==> src/rtl/scl_tg_pkg.sv <==
// Shared types for the SCL timing generator.
// Assumes: a single clock domain; the select codes match the divider bank index.
package scl_tg_pkg;

    // Generator phases.
    typedef enum logic [2:0] {
        TG_IDLE      = 3'd0,
        TG_HOLD      = 3'd1,
        TG_LOW       = 3'd2,
        TG_PAUSE     = 3'd3,
        TG_RISE      = 3'd4,
        TG_HIGH      = 3'd5,
        TG_STOP_RISE = 3'd6,
        TG_STOP_HIGH = 3'd7
    } tg_state_e;

    localparam int SEL_W = 2;
    localparam logic [SEL_W-1:0] SEL_DIV_LO = 2'd0;
    localparam logic [SEL_W-1:0] SEL_DIV_HI = 2'd1;
    localparam logic [SEL_W-1:0] SEL_HOLD   = 2'd2;

endpackage

==> src/rtl/scl_tg_regs.sv <==
// Timing registers. Each of the two divider banks holds one half-word of the
// high count (upper half of the write data) and one half-word of the low
// count (lower half). Bank 0 holds the lower halves, bank 1 the upper halves.
// Assumes: CNT_W is even; the select code of a bank equals its index.
module scl_tg_regs
    import scl_tg_pkg::*;
#(
    parameter int CNT_W = 32
) (
    input  logic             clk,
    input  logic             rst_n,
    input  logic             cfg_we,
    input  logic [SEL_W-1:0] cfg_sel,
    input  logic [CNT_W-1:0] cfg_wdata,
    output logic [CNT_W-1:0] high_cnt,
    output logic [CNT_W-1:0] low_cnt,
    output logic [CNT_W-1:0] hold_cnt
);
    localparam int HALF_W  = CNT_W / 2;
    localparam int NUM_DIV = 2;

    generate
        for (genvar g = 0; g < NUM_DIV; g++) begin : g_div
            logic [HALF_W-1:0] hi_q;
            logic [HALF_W-1:0] lo_q;

            // Capture one half-word of each count when this bank is selected.
            always_ff @(posedge clk) begin
                if (!rst_n) begin
                    hi_q <= '0;
                    lo_q <= '0;
                end else if (cfg_we && cfg_sel == SEL_W'(g)) begin
                    hi_q <= cfg_wdata[CNT_W-1:HALF_W];
                    lo_q <= cfg_wdata[HALF_W-1:0];
                end
            end
        end
    endgenerate

    // Capture the start-hold count.
    always_ff @(posedge clk) begin
        if (!rst_n) begin
            hold_cnt <= '0;
        end else if (cfg_we && cfg_sel == SEL_HOLD) begin
            hold_cnt <= cfg_wdata;
        end
    end

    assign high_cnt = {g_div[1].hi_q, g_div[0].hi_q};
    assign low_cnt  = {g_div[1].lo_q, g_div[0].lo_q};

endmodule

==> src/rtl/scl_tg_phase_cnt.sv <==
// Phase counter. Counts 0 .. max(limit,1)-1 and flags the last cycle and the
// midpoint cycle (index (last)/2, rounded down).
// Assumes: the limit stays steady during a phase; clr has priority over en.
module scl_tg_phase_cnt #(
    parameter int CNT_W = 32
) (
    input  logic             clk,
    input  logic             rst_n,
    input  logic             clr,
    input  logic             en,
    input  logic [CNT_W-1:0] limit,
    output logic             at_mid,
    output logic             at_end
);
    logic [CNT_W-1:0] cnt_q;
    logic [CNT_W-1:0] last;

    // Zero is treated as a one-cycle phase.
    assign last   = (limit == '0) ? '0 : limit - CNT_W'(1);
    assign at_end = (cnt_q == last);
    assign at_mid = (cnt_q == (last >> 1));

    // Advance through the phase, holding at the last index.
    always_ff @(posedge clk) begin
        if (!rst_n) begin
            cnt_q <= '0;
        end else if (clr) begin
            cnt_q <= '0;
        end else if (en && !at_end) begin
            cnt_q <= cnt_q + CNT_W'(1);
        end
    end

endmodule

==> src/rtl/scl_tg_fsm.sv <==
// Phase sequencer. Steps through start hold, low, release, high and stop
// phases under the engine's run/stop levels and the observed SCL line.
// Assumes: scl_in is synchronous to clk; stop has priority over run.
module scl_tg_fsm
    import scl_tg_pkg::*;
(
    input  logic      clk,
    input  logic      rst_n,
    input  logic      run,
    input  logic      stop,
    input  logic      scl_in,
    input  logic      at_end,
    output tg_state_e state,
    output logic      cnt_en,
    output logic      cnt_clr
);
    tg_state_e state_d;
    logic      counting;

    // Phases that run the counter.
    assign counting = (state == TG_HOLD) || (state == TG_LOW) ||
                      (state == TG_HIGH) || (state == TG_STOP_HIGH);
    assign cnt_en   = counting;
    assign cnt_clr  = !counting || at_end;

    // Choose the next phase.
    always_comb begin
        state_d = state;
        unique case (state)
            TG_IDLE:      if (run) state_d = TG_HOLD;
            TG_HOLD:      if (at_end) state_d = TG_LOW;
            TG_LOW: begin
                if (at_end) begin
                    if (stop)     state_d = TG_STOP_RISE;
                    else if (run) state_d = TG_RISE;
                    else          state_d = TG_PAUSE;
                end
            end
            TG_PAUSE: begin
                if (stop)     state_d = TG_STOP_RISE;
                else if (run) state_d = TG_RISE;
            end
            TG_RISE:      if (scl_in) state_d = TG_HIGH;
            TG_HIGH:      if (at_end) state_d = TG_LOW;
            TG_STOP_RISE: if (scl_in) state_d = TG_STOP_HIGH;
            TG_STOP_HIGH: if (at_end) state_d = TG_IDLE;
            default:      state_d = TG_IDLE;
        endcase
    end

    // Hold the current phase.
    always_ff @(posedge clk) begin
        if (!rst_n) state <= TG_IDLE;
        else        state <= state_d;
    end

endmodule

==> src/rtl/scl_timing_gen.sv <==
// SCL timing generator top. Selects the count for the current phase, drives
// SCL and decodes the four bit-phase strobes from phase and counter.
// Assumes: the engine drives SDA itself, using the strobes as its timing.
module scl_timing_gen
    import scl_tg_pkg::*;
#(
    parameter int CNT_W = 32
) (
    input  logic             clk,
    input  logic             rst_n,
    input  logic             cfg_we,
    input  logic [SEL_W-1:0] cfg_sel,
    input  logic [CNT_W-1:0] cfg_wdata,
    input  logic             run,
    input  logic             stop,
    input  logic             scl_in,
    output logic             scl_out,
    output logic             sda_chg,
    output logic             sda_smp,
    output logic             hold_done,
    output logic             stop_done
);
    logic [CNT_W-1:0] high_cnt;
    logic [CNT_W-1:0] low_cnt;
    logic [CNT_W-1:0] hold_cnt;
    logic [CNT_W-1:0] phase_lim;
    logic             at_mid;
    logic             at_end;
    logic             cnt_en;
    logic             cnt_clr;
    tg_state_e        state;

    scl_tg_regs #(.CNT_W(CNT_W)) u_regs (
        .clk       (clk),
        .rst_n     (rst_n),
        .cfg_we    (cfg_we),
        .cfg_sel   (cfg_sel),
        .cfg_wdata (cfg_wdata),
        .high_cnt  (high_cnt),
        .low_cnt   (low_cnt),
        .hold_cnt  (hold_cnt)
    );

    scl_tg_fsm u_fsm (
        .clk     (clk),
        .rst_n   (rst_n),
        .run     (run),
        .stop    (stop),
        .scl_in  (scl_in),
        .at_end  (at_end),
        .state   (state),
        .cnt_en  (cnt_en),
        .cnt_clr (cnt_clr)
    );

    // Pick the count that governs the current phase.
    always_comb begin
        unique case (state)
            TG_HOLD:                phase_lim = hold_cnt;
            TG_LOW:                 phase_lim = low_cnt;
            TG_HIGH, TG_STOP_HIGH:  phase_lim = high_cnt;
            default:                phase_lim = '0;
        endcase
    end

    scl_tg_phase_cnt #(.CNT_W(CNT_W)) u_cnt (
        .clk    (clk),
        .rst_n  (rst_n),
        .clr    (cnt_clr),
        .en     (cnt_en),
        .limit  (phase_lim),
        .at_mid (at_mid),
        .at_end (at_end)
    );

    assign scl_out   = !((state == TG_LOW) || (state == TG_PAUSE));
    assign sda_chg   = (state == TG_LOW)       && at_mid;
    assign sda_smp   = (state == TG_HIGH)      && at_mid;
    assign hold_done = (state == TG_HOLD)      && at_end;
    assign stop_done = (state == TG_STOP_HIGH) && at_end;

endmodule

==> config.mk <==
export PLATFORM = sky130hd
export DESIGN_NAME = scl_timing_gen
export DESIGN_NICKNAME = d
export VERILOG_FILES = /design/src/rtl/scl_tg_pkg.sv /design/src/rtl/scl_tg_regs.sv /design/src/rtl/scl_tg_phase_cnt.sv /design/src/rtl/scl_tg_fsm.sv /design/src/rtl/scl_timing_gen.sv
export SDC_FILE = /design/constraint.sdc
export NUM_CORES = 1
export LEC_CHECK = 0
export ABC_AREA = 1
export BUFFER_PORTS_ARGS = -buffer_cell sky130_fd_sc_hd__buf_2
export CAP_MARGIN = 20
export CORE_MARGIN = 5
export CORE_UTILIZATION = 57
export DETAILED_ROUTE_END_ITERATION = 8
export PLACE_DENSITY = 0.8
export REMOVE_ABC_BUFFERS = 1
export SYNTH_ARGS = -nofsm -noshare
export SYNTH_HDL_FRONTEND = slang
export SYNTH_SLANG_ARGS = --single-unit
==> constraint.sdc <==
create_clock -name clk -period 7.4 [get_ports clk]
set_input_delay 0.74 -clock clk [delete_from_list [all_inputs] [get_ports clk]]
set_output_delay 0.74 -clock clk [all_outputs]
set_load 0.02 [all_outputs]
-- Word-level counts from Yosys, hierarchy flattened
Cells that the tools add are included.
- register bits after elaboration: 131
- output and inout port bits: 5
- $add $sub $neg: 2
- equality and inequality tests: 18
- mux-type cells: 13
- bitwise operators: 1
- reduce and logical (&&, ||, !) cells: 23
- operators with widths (kind ; count):
    case mux 32 bit (3 select lines) ; 1
    adder 32 x 1 -> 32 bit (second input constant) ; 1
    == test 32 x 31 -> 1 bit ; 1
    == test 32 bit ; 1
    logical NOT 32 bit ; 1
    2-to-1 mux 32 bit ; 1
    subtractor 32 x 1 -> 32 bit (second input constant) ; 1
    2-to-1 mux 3 bit ; 10
    case mux 3 bit (7 select lines) ; 1
    == test 3 bit (second input constant) ; 4
    != test 2 bit (second input constant) ; 5
    logical AND 1 bit ; 8
    AND reduction 7 bit ; 1
    == test 3 x 2 -> 1 bit (second input constant) ; 2
    OR reduction 2 bit ; 3
    logical OR 1 bit ; 5
    == test 3 x 1 -> 1 bit (second input constant) ; 1
    logical NOT 1 bit ; 3
    logical NOT 3 bit ; 1
    != test 3 bit (second input constant) ; 1
    == test 2 x 1 -> 1 bit (second input constant) ; 1
    == test 2 bit (second input constant) ; 1
    logical NOT 2 bit ; 1
    != test 2 x 1 -> 1 bit (second input constant) ; 1
    NOT 1 bit ; 1

-- Logic depth before layout (Yosys ltp)
- depth after elaboration: 8
- mapped depth: 27

-- By module
A second synthesis with hierarchy kept.
- cell total of the unflattened synthesis: 1614
- area total of the unflattened synthesis: 9524.1 um^2
- modules (own cells, without submodules) (module ; instances ; cells an instance ; area each (um^2) ; seq. area each (um^2)):
    scl_tg_phase_cnt ; 1 ; 786 ; 4261.6 ; 640.6
    scl_tg_regs ; 1 ; 617 ; 4124.0 ; 1921.8
    scl_timing_gen ; 1 ; 164 ; 868.3 ; 0.0
    scl_tg_fsm ; 1 ; 47 ; 270.3 ; 60.1

-- Worst setup path after synthesis
Ideal clock, no wire load.
- path kind: reg2out
- from: reg u_fsm.state[2]
- to: out hold_done
- data arrival time: 3.105 ns
- required time: 6.660 ns
- path slack: 3.555 ns
- stages on the path, launching flop included: 21
- path through: dfxtp_1 -> buf_4 -> inv_2 -> buf_1 -> nand2_1 -> nor2_1 -> nor2_4 -> ha_1 -> nand2_1 -> nor2_1 -> nand2_1 -> nor2_2 -> nand2_4 -> buf_2 -> nand3_1 -> nand2_1 -> nand2_1 -> nor2_1 -> nor4b_1 -> nand3_1 -> nor3_1
- cells in the longest elaborated chain, start to end: 7
- RTL lines (item ; line ; RTL):
    from (decl) ; scl_tg_fsm.sv:13 ; output tg_state_e state,
    from (signal assigned) ; scl_tg_fsm.sv:54 ; else state <= state_d;
    == test 3 bit ; scl_timing_gen.sv:58 ; unique case (state)
    OR reduction 2 bit ; scl_timing_gen.sv:58 ;
    case mux 32 bit (3 select lines) ; scl_timing_gen.sv:58 ;
    subtractor 32 x 1 -> 32 bit or logical NOT 32 bit (tied branches) ; scl_tg_phase_cnt.sv:19 ; assign last = (limit == '0) ? '0 : limit - CNT_W'(1);
    2-to-1 mux 32 bit ; scl_tg_phase_cnt.sv:19 ;
    == test 32 bit ; scl_tg_phase_cnt.sv:20 ; assign at_end = (cnt_q == last);
    logical AND 1 bit * ; scl_timing_gen.sv:79 ; assign hold_done = (state == TG_HOLD) && at_end;
    to (decl) ; scl_timing_gen.sv:20 ; output logic hold_done,
Mark *: on every way between the ends. The rest lies on a longest branch, timed or not.

-- Worst setup path in the final report
Same ends and word-level chain as after synthesis.

==> impl_metrics.json <==
{
  "worstPathRequired_ns": 6.66,
  "worstRegToRegCells": 22,
  "cp-start-kind": "flip-flop",
  "hold_end": "u_regs.g_div[1].lo_q[15]",
  "portBuffers": 44,
  "clockBufferDepth": 2,
  "clkLatencyLatePin_ns": 0.44,
  "min_period_ns": 5.57,
  "initial_core_util": 0.575,
  "ant_nets": 0,
  "crit_path_cell_trace": "inv_2 -> nand2_4 -> nor2_4 -> nand2_1 -> inv_1 -> nor2_1 -> nand2_1 -> nor2_2 -> nand2_2 -> nor2_4 -> nand2_4 -> nand3_1 -> nand2_1 -> nand2_1 -> nor2_1 -> nor4b_1 -> nand3_1 -> nor3_1 -> buf_2",
  "die_y_um": 131,
  "avgSynthCellArea_um2": 6.08,
  "drt_iter0_markers": 902,
  "antenna_found_initial": 0,
  "holdBufCountCts": 0,
  "cts_setup_buffers": 0,
  "muxShareOfSynthArea": 0,
  "cts.htree.levels": 4,
  "synth-seq-cells": 131,
  "cp.arrival_ns": 4.83,
  "rows": 44,
  "crit_path_max_incr_delay_ns": 0.50,
  "synth-async-reset-ratio": 0,
  "fin_crit_sh": 0.753,
  "fin_setup_tns_ns": 0,
  "fmax_mhz": 179,
  "drive_gt1_frac": 0.108,
  "tritoncts": "yes",
  "finalWirelength_mm": 27.2,
  "track_usage": 0.325,
  "dp_hpwl_mm": 20.0,
  "synth-xor-area-share": 0.0338,
  "cts-root-buf": "clkbuf_16",
  "crit_type": "flip-flop to output pin",
  "grt_max_degree": 101,
  "synth_edf_count": 0,
  "layout_commonest_cell": "nand2_1",
  "synth_top_family_by_area": "simple AND/OR/NAND/NOR gates",
  "final_nets": 1426,
  "p_total_mw": 3.49,
  "status": "finished clean",
  "r2r_end": "u_cnt.cnt_q[10]",
  "ys_warn_count": 0,
  "worstSetupEndpointType": "output pin",
  "synth-compound-area-share": 0.103,
  "diodes": 0,
  "vias_per_cell": 5.70,
  "ys.flop_type": "dfxtp_1",
  "drc": 0,
  "rsz0062_at_grt": "no",
  "ys_types": 40,
  "gp_congestion": 0.987,
  "hp-class": "flip-flop to flip-flop",
  "path_max_fanout": 64,
  "hp-start": "u_regs.g_div[1].lo_q[15]",
  "syn_inst": 1366,
  "ys_seq_area_frac": 0.316,
  "area_delta_synth_final_pct": 9.77,
  "regArea_um2": 2620,
  "slowest_stage": "inv_2",
  "via_count": 9009,
  "grt_pass1_wl_mm": 43.3,
  "tightest_slew_ns": 0.931,
  "fillers": 1415,
  "layout_common_cells": "337 x nand2_1, 312 x nor2_1, 131 x dfxtp_1, 111 x nand3_1, 108 x o21ai_0",
  "timing.rr.start": "u_fsm.state[2]",
  "die-area_um2": 17100,
  "grt_pass1_vias": 8168,
  "power_density_nw_per_um2": 383,
  "io_pins": 45,
  "finalHoldViolCount": 0,
  "multiInputGateArea_um2": 5020,
  "fp.coreArea_um2": 14400,
  "cts_buffers": 17,
  "die_x_um": 131,
  "drv_cap": 0,
  "crit_top_cell": "nand2_1",
  "first_pass_iters": 9,
  "maxSlewViolCount": 0,
  "clkTransAtPathRegs_ns": 0.07,
  "hold_depth": 2,
  "ir_drop_uv": 213,
  "synthesis.area_um2": 8300,
  "drt-wirelength-per-cell_um": 17.2,
  "fin_hold_ws_ns": 0.455,
  "leakagePower_nw": 4.39,
  "setup_viol": 0,
  "grt_overflow": 0,
  "clkSinkCount": 131,
  "cts-resized-gates": 0,
  "relSlewSlack": 0.378,
  "synth-simple-area-share": 0.464,
  "synth_fa_ha_area_frac": 0.00302,
  "finClkSkew_ns": 0.0145,
  "reg2reg_setup_slack_ns": 3.04
}
[registers in the layout, summed over array words and instances, names as in the netlist]
signal,count
u_regs.hold_cnt,32
u_regs.g_div.lo_q,32
u_regs.g_div.hi_q,32
u_cnt.cnt_q,32
u_fsm.state,3
[how the worst max path moves through the flow]
stage	from	endpoint	slack [ns]	cells past startpoint
after global placement	u_fsm.state[2]	stop_done	2.34	18
after detailed placement	u_fsm.state[2]	hold_done	2.32	18
after CTS	u_fsm.state[2]	hold_done	1.84	18
final	u_fsm.state[2]	hold_done	1.83	19
after floorplan	u_fsm.state[0]	hold_done	2.93	17
after global routing	u_fsm.state[2]	hold_done	1.41	20
[area by class of cell]
type	count	area share
clock buffer	18	0.0482
timing repair buffer	51	0.0299
clock inverter	14	0.0150
inverter	104	0.0429
multi-input combinational	1079	0.551
sequential	131	0.288
tap	184	0.0253
[per-layer routing]
layer / vias up / track usage / wire [um]
met5: - / 0 / 0
li1: 4457 / - / -
met3: 51 / 0.0500 / 1640
met1: 4159 / 0.434 / 11900
met4: 0 / 0.0920 / 637
met2: 342 / 0.549 / 13000
[worst max-delay path: cells and delay by family (launching register included)]
family	cells	cell delay [ns]
AND/OR/NAND/NOR	16	3.14
buffers and inverters	3	0.80
flip-flops	1	0.40
[stage by stage]
| stage | cells | utilization | setup WS (ns) | cell area, um^2 |
|---|---|---|---|---|
| global route | 1581 | 0.632 | 1.41 | 9110 |
| floorplan | 1314 | - | 2.93 | 8030 |
| CTS | 1581 | 0.632 | 1.84 | 9110 |
| detailed placement | 1549 | 0.592 | 2.32 | 8530 |
| global placement | 1549 | 0.592 | 2.34 | 8530 |
| finish | 1581 | 0.632 | 1.83 | 9110 |
[kinds of logic after synthesis]
group / count (synthesis)
compound gates: 166
fa+ha+maj: 2
flops: 131
buf+inv: 156
xor+xnor: 32
simple gates: 879
[synthesized netlist by cell type (all sizes together), types with 9 or more instances]
| cell | number | area (um^2) |
|---|---|---|
| nor4 | 9 | 56.3 |
| a21oi | 42 | 210 |
| o21ai | 113 | 566 |
| xor2 | 32 | 280 |
| nand3 | 123 | 683 |
| nand2 | 346 | 1340 |
| nor3 | 18 | 125 |
| dfxtp | 131 | 2620 |
| nand4 | 40 | 250 |
| nor2 | 334 | 1330 |
| inv | 104 | 390 |
| buf | 23 | 161 |
| clkbuf | 29 | 109 |
[where the power goes]
part	leakage, nW	total [mW]	internal, mW	switching (mW)
clock	0.275	0.839	0.454	0.385
sequential	1.07	0.775	0.742	0.0334
combinational	3.05	1.87	0.557	1.31
total	4.39	3.49	1.75	1.73
Note: power is estimated with default switching activity, not from simulation.
